--- config.mk ---
export PLATFORM = sky130hd
export DESIGN_NAME = phase_err_lut
export DESIGN_NICKNAME = d
export VERILOG_FILES = /design/src/rtl/phase_lut_pkg.sv /design/src/rtl/phase_lut_ctrl.sv /design/src/rtl/phase_lut_fold.sv /design/src/rtl/phase_lut_table.sv /design/src/rtl/phase_err_lut.sv
export SDC_FILE = /design/constraint.sdc
export NUM_CORES = 2
export LEC_CHECK = 0
export BUFFER_PORTS_ARGS = -buffer_cell sky130_fd_sc_hd__buf_2
export CAP_MARGIN = 20
export CORE_MARGIN = 3
export CORE_UTILIZATION = 55
export DETAILED_ROUTE_END_ITERATION = 16
export PLACE_DENSITY_LB_ADDON = 0.1
export SLEW_MARGIN = 25
export SYNTH_ARGS = -nofsm -noshare
export SYNTH_HDL_FRONTEND = slang
export SYNTH_SLANG_ARGS = --single-unit
--- constraint.sdc ---
create_clock -name clk_i -period 7.2 [get_ports clk_i]
set_input_delay 1.44 -clock clk_i [delete_from_list [all_inputs] [get_ports clk_i]]
set_output_delay 1.44 -clock clk_i [all_outputs]
set_load 0.005 [all_outputs]
--- src/rtl/phase_lut_pkg.sv ---
package phase_lut_pkg;
  parameter int unsigned SMP_W  = 6;
  parameter int unsigned WORD_W = 16;
  localparam int unsigned IDX_W   = 2 * SMP_W;
  localparam int unsigned BSEL_W  = $clog2(WORD_W);
  localparam int unsigned WSEL_W  = IDX_W - BSEL_W;
  localparam int unsigned DEPTH   = 1 << WSEL_W;
  localparam int unsigned ADDR_W  = WSEL_W + 2;
  localparam logic [1:0]  TBL_SEG = 2'b01;
endpackage

--- src/rtl/phase_lut_ctrl.sv ---
module phase_lut_ctrl
  import phase_lut_pkg::*;
(
  input  logic              clk_i,
  input  logic              rst_ni,
  input  logic              we_i,
  input  logic [ADDR_W-1:0] addr_i,
  input  logic              wbit_i,
  output logic              qmap_en_o,
  output logic [WORD_W-1:0] rdata_o
);
  logic sel_ctrl;
  assign sel_ctrl = (addr_i == '0);

  always_ff @(posedge clk_i or negedge rst_ni) begin
    if (!rst_ni)              qmap_en_o <= 1'b0;
    else if (we_i && sel_ctrl) qmap_en_o <= wbit_i;
  end

  // table range and holes read as zero
  always_comb begin
    rdata_o = '0;
    if (sel_ctrl) rdata_o[0] = qmap_en_o;
  end
endmodule

--- src/rtl/phase_lut_fold.sv ---
module phase_lut_fold
  import phase_lut_pkg::*;
(
  input  logic             en_i,
  input  logic [SMP_W-1:0] i_i,
  input  logic [SMP_W-1:0] q_i,
  output logic [IDX_W-1:0] idx_o,
  output logic             inv_o
);
  logic [1:0][SMP_W-1:0] comp_in, comp_out;
  assign comp_in[1] = i_i;
  assign comp_in[0] = q_i;

  for (genvar c = 0; c < 2; c++) begin : g_comp
    assign comp_out[c] = (en_i && comp_in[c][SMP_W-1]) ? ~comp_in[c] : comp_in[c];
  end

  assign idx_o = {comp_out[1], comp_out[0]};
  assign inv_o = en_i & (i_i[SMP_W-1] ^ q_i[SMP_W-1]);
endmodule

--- src/rtl/phase_lut_table.sv ---
module phase_lut_table
  import phase_lut_pkg::*;
(
  input  logic              clk_i,
  input  logic              we_i,
  input  logic [WSEL_W-1:0] waddr_i,
  input  logic [WORD_W-1:0] wdata_i,
  input  logic [IDX_W-1:0]  ridx_i,
  output logic              rbit_o
);
  logic [WORD_W-1:0] mem [DEPTH];
  logic [WORD_W-1:0] rword;

  always_ff @(posedge clk_i) begin
    if (we_i) mem[waddr_i] <= wdata_i;
  end

  assign rword  = mem[ridx_i[IDX_W-1:BSEL_W]];
  assign rbit_o = rword[ridx_i[BSEL_W-1:0]];
endmodule

--- src/rtl/phase_err_lut.sv ---
module phase_err_lut
  import phase_lut_pkg::*;
(
  input  logic              clk_i,
  input  logic              rst_ni,
  input  logic              reg_we_i,
  input  logic [ADDR_W-1:0] reg_addr_i,
  input  logic [WORD_W-1:0] reg_wdata_i,
  output logic [WORD_W-1:0] reg_rdata_o,
  input  logic              smp_valid_i,
  input  logic [SMP_W-1:0]  smp_i_i,
  input  logic [SMP_W-1:0]  smp_q_i,
  output logic              err_valid_o,
  output logic              err_o
);
  logic             qmap_en;
  logic [IDX_W-1:0] idx;
  logic             inv, rbit, tbl_we;

  assign tbl_we = reg_we_i && (reg_addr_i[ADDR_W-1 -: 2] == TBL_SEG);

  phase_lut_ctrl u_ctrl (
    .clk_i, .rst_ni,
    .we_i      (reg_we_i),
    .addr_i    (reg_addr_i),
    .wbit_i    (reg_wdata_i[0]),
    .qmap_en_o (qmap_en),
    .rdata_o   (reg_rdata_o)
  );

  phase_lut_fold u_fold (
    .en_i  (qmap_en),
    .i_i   (smp_i_i),
    .q_i   (smp_q_i),
    .idx_o (idx),
    .inv_o (inv)
  );

  phase_lut_table u_tbl (
    .clk_i,
    .we_i    (tbl_we),
    .waddr_i (reg_addr_i[WSEL_W-1:0]),
    .wdata_i (reg_wdata_i),
    .ridx_i  (idx),
    .rbit_o  (rbit)
  );

  always_ff @(posedge clk_i or negedge rst_ni) begin
    if (!rst_ni) begin
      err_valid_o <= 1'b0;
      err_o       <= 1'b0;
    end else begin
      err_valid_o <= smp_valid_i;
      if (smp_valid_i) err_o <= rbit ^ inv;
    end
  end
endmodule

==> results.yml <==
outcome:
  status: "finished clean"
clock_network:
  cts_setup_buffers: 0
  cts_sinks: 4099
  cts.hold.buffers_added: 0
  htreeDepth: 5
  cts_max_path_buffers: 4
  cts_resized: 0
  clk_latency_ns: 1.02
  cts_tree: "done"
  path_clk_slew_ns: 0.06
  cts-buffers-inserted: 413
  clockRootBuffer: "clkbuf_16"
critical_path:
  slowest_delay_ns: 0.99
  cp.depth: 14
  path_common_cell: "nand2_1"
  r2r_end: "err_o"
  crit_family: "compound AO/OA/AOI/OAI gates"
  crit_buf_inv: 2
  required_ns: 8.10
  crit_path_start_kind: "input port"
  cp-end-kind: "register"
  reg2reg_depth: 13
  worstReg2RegStart: "u_ctrl.qmap_en_o"
  crit_slowest_cell: "xnor2_2"
  cp_cell_sequence: "buf_2, nand2_1, xnor2_2, buf_4, nand2_1, nor2_1, o21ai_0, o311a_1, a32oi_1, o221ai_1, o31ai_1, a211oi_1, a211o_1, nand3_1"
  cp.arrival_ns: 7.12
  critical_path.endpoint: "err_o"
  crit_start: "smp_i_i[5]"
  crit_type: "in -> reg"
  reg2reg_slack_ns: 1.08
  cp_max_fo: 28
die:
  io_pins: 60
  core_um2: 292000
  initial_utilization_pct: 55.4
  rows: 198
  die_w_um: 548
  die_y_um: 548
  die-area_um2: 301000
global_route:
  track_usage_pct: 36.5
  antenna_found_initial: 47
  grt_pass1_vias: 92000
  grt_first_pass_wirelength_um: 760000
  grt_max_degree: 171
  grt-ovfl-total: 0
yosys:
  synth-edff-count: 4096
  synth-seq-cells: 4099
  syn_avg_cell_area_um2: 17.2
  ys_types: 101
  yosysMostFrequentCell: "edfxtp_1"
  yosys.area.top_type: "edfxtp_1"
  syn_inst: 9429
  yosys-top-cells-area: "edfxtp_1 (76%), mux4_2 (5.0%), mux2i_1 (4.4%)"
  synth_warnings: 0
  ys_async_sr_fraction_pct: 0.0732
  yosysSeqAreaShare_pct: 76.1
  ys_top_cells_by_count: "edfxtp_1 (4096), nand2_1 (1012), mux2i_1 (719)"
  synthesis.area_um2: 162000
  ys.flop_type: "edfxtp_1"
  netlist.area_leader.share_pct: 76.0
power:
  p_int_mw: 39.8
  power_frac_comb_pct: 6.5
  p_seq_share_pct: 51.0
  clkPwrFrac_pct: 42.6
  power.density_nw_per_um2: 280
  vdd_ir_drop_max_uv: 233
  p_switching_mw: 11.7
  switching_share_pct: 22.8
  cellLeakagePower_nw: 60.6
sta:
  fin_skew_ns: 0.0531
  worst_pin_slew_ns: 1.43
  fmax_mhz: 161
  drv_slew: 0
  hold_viol_final: 0
  slew_headroom_pct: 4.43
  setup_viol: 0
  period_needed_ns: 6.22
  rsz0062_at_grt: "false"
  fin_crit_sh_pct: 86.4
  setup_tns_ns: 0
placed_design:
  hpwl_um: 342000
  finalWeightedCongestion: 0.998
  dp.cells: 13400
  placed_cell_area_um2: 170000
  io_buffers: 44
layout:
  nets: 9978
  drive_above_1_share_pct: 17.8
  area_delta_synth_final_pct: 13.6
  fin_util_pct: 63.0
  final_cells: 14200
  post-route-cell-area_um2: 184000
detailed_routing:
  wl_per_cell_um: 39.1
  via_per_inst: 6.89
  detail-route-antenna-nets: 0
  drtIter0Drc: 17500
  drt-total-wl_um: 555000
  drcViolationCount: 0
  first_pass_iters: 7
  vias: 97900
flow_run:
  cap_violations: 0
min_path:
  hp-class: "in -> async"
## cell usage in the layout, fill, tap and decap left out, types with 100 or more instances in the layout
master / count
a211oi_1: 126
a21oi_1: 483
buf_4: 564
clkbuf_16: 416
edfxtp_1: 4096
mux2_2: 100
mux2i_1: 716
mux4_2: 360
nand2_1: 1003
nand3_1: 141
nor2_1: 390
o21ai_0: 324
o22ai_1: 194
## layer usage
metal | up-vias | track usage [%] | wire, um
met1 | 50400 | 51.7 | 206000
li1 | 38600 | - | -
met5 | - | 0 | 192
met2 | 7530 | 52.3 | 241000
met4 | 28 | 17.8 | 32500
met3 | 1337 | 10.4 | 75400
## kinds of logic after synthesis
family | Yosys count | share of synthesized area (%)
other | 1 | 0.00232
AND/OR/NAND/NOR | 1831 | 4.81
flip-flops | 4099 | 76.1
multiplexers | 1182 | 10.2
AO/OA/AOI/OAI | 1682 | 6.67
buffers and inverters | 623 | 2.19
XOR/XNOR | 11 | 0.0758
## power groups by stage
stage / Sequential (mW) / Clock [mW] / Combinational, mW
2_1_floorplan: 26.8 / 0 / 1.46
3_3_place_gp: 26.8 / 0 / 3.18
3_5_place_dp: 26.8 / 0 / 3.22
4_1_cts: 26.3 / 22.0 / 3.23
5_1_grt: 26.3 / 23.0 / 3.37
6_report: 26.3 / 21.9 / 3.33
## how the worst min path moves through the flow
| stage | end | start | cells after the start |
|---|---|---|---|
| global placement | err_o | err_o | 2 |
| detailed placement | err_o | err_o | 2 |
| global route | u_ctrl.qmap_en_o | rst_ni | 1 |
| CTS | u_ctrl.qmap_en_o | rst_ni | 1 |
| floorplan | err_o | err_o | 2 |
| finish | u_ctrl.qmap_en_o | rst_ni | 1 |
## per-stage QoR
step	power, mW	hold WS [ns]	setup slack, ns
6_report	51.6	0.353	0.983
4_1_cts	51.5	0.304	1.31
5_1_grt	52.7	0.320	1.06
2_1_floorplan	28.2	0.495	2.85
3_5_place_dp	30.0	0.808	0.339
3_3_place_gp	30.0	0.837	0.298
## final cells by class
class | instances | area, um^2
fill | 20800 | 108000
sequential | 4099 | 123000
tap | 3900 | 4880
antenna | 28 | 70.1
clock inverter | 268 | 3100
timing repair buffer | 697 | 6420
multi-input combinational | 4721 | 35600
clock buffer | 488 | 10700
inverter | 4 | 15.0
## state kept, by name, indices dropped and copies added, names as in the netlist
name / cells
u_tbl.mem: 4096
err_o: 1
u_ctrl.qmap_en_o: 1
err_valid_o: 1
(Power assumes the default switching activity.)
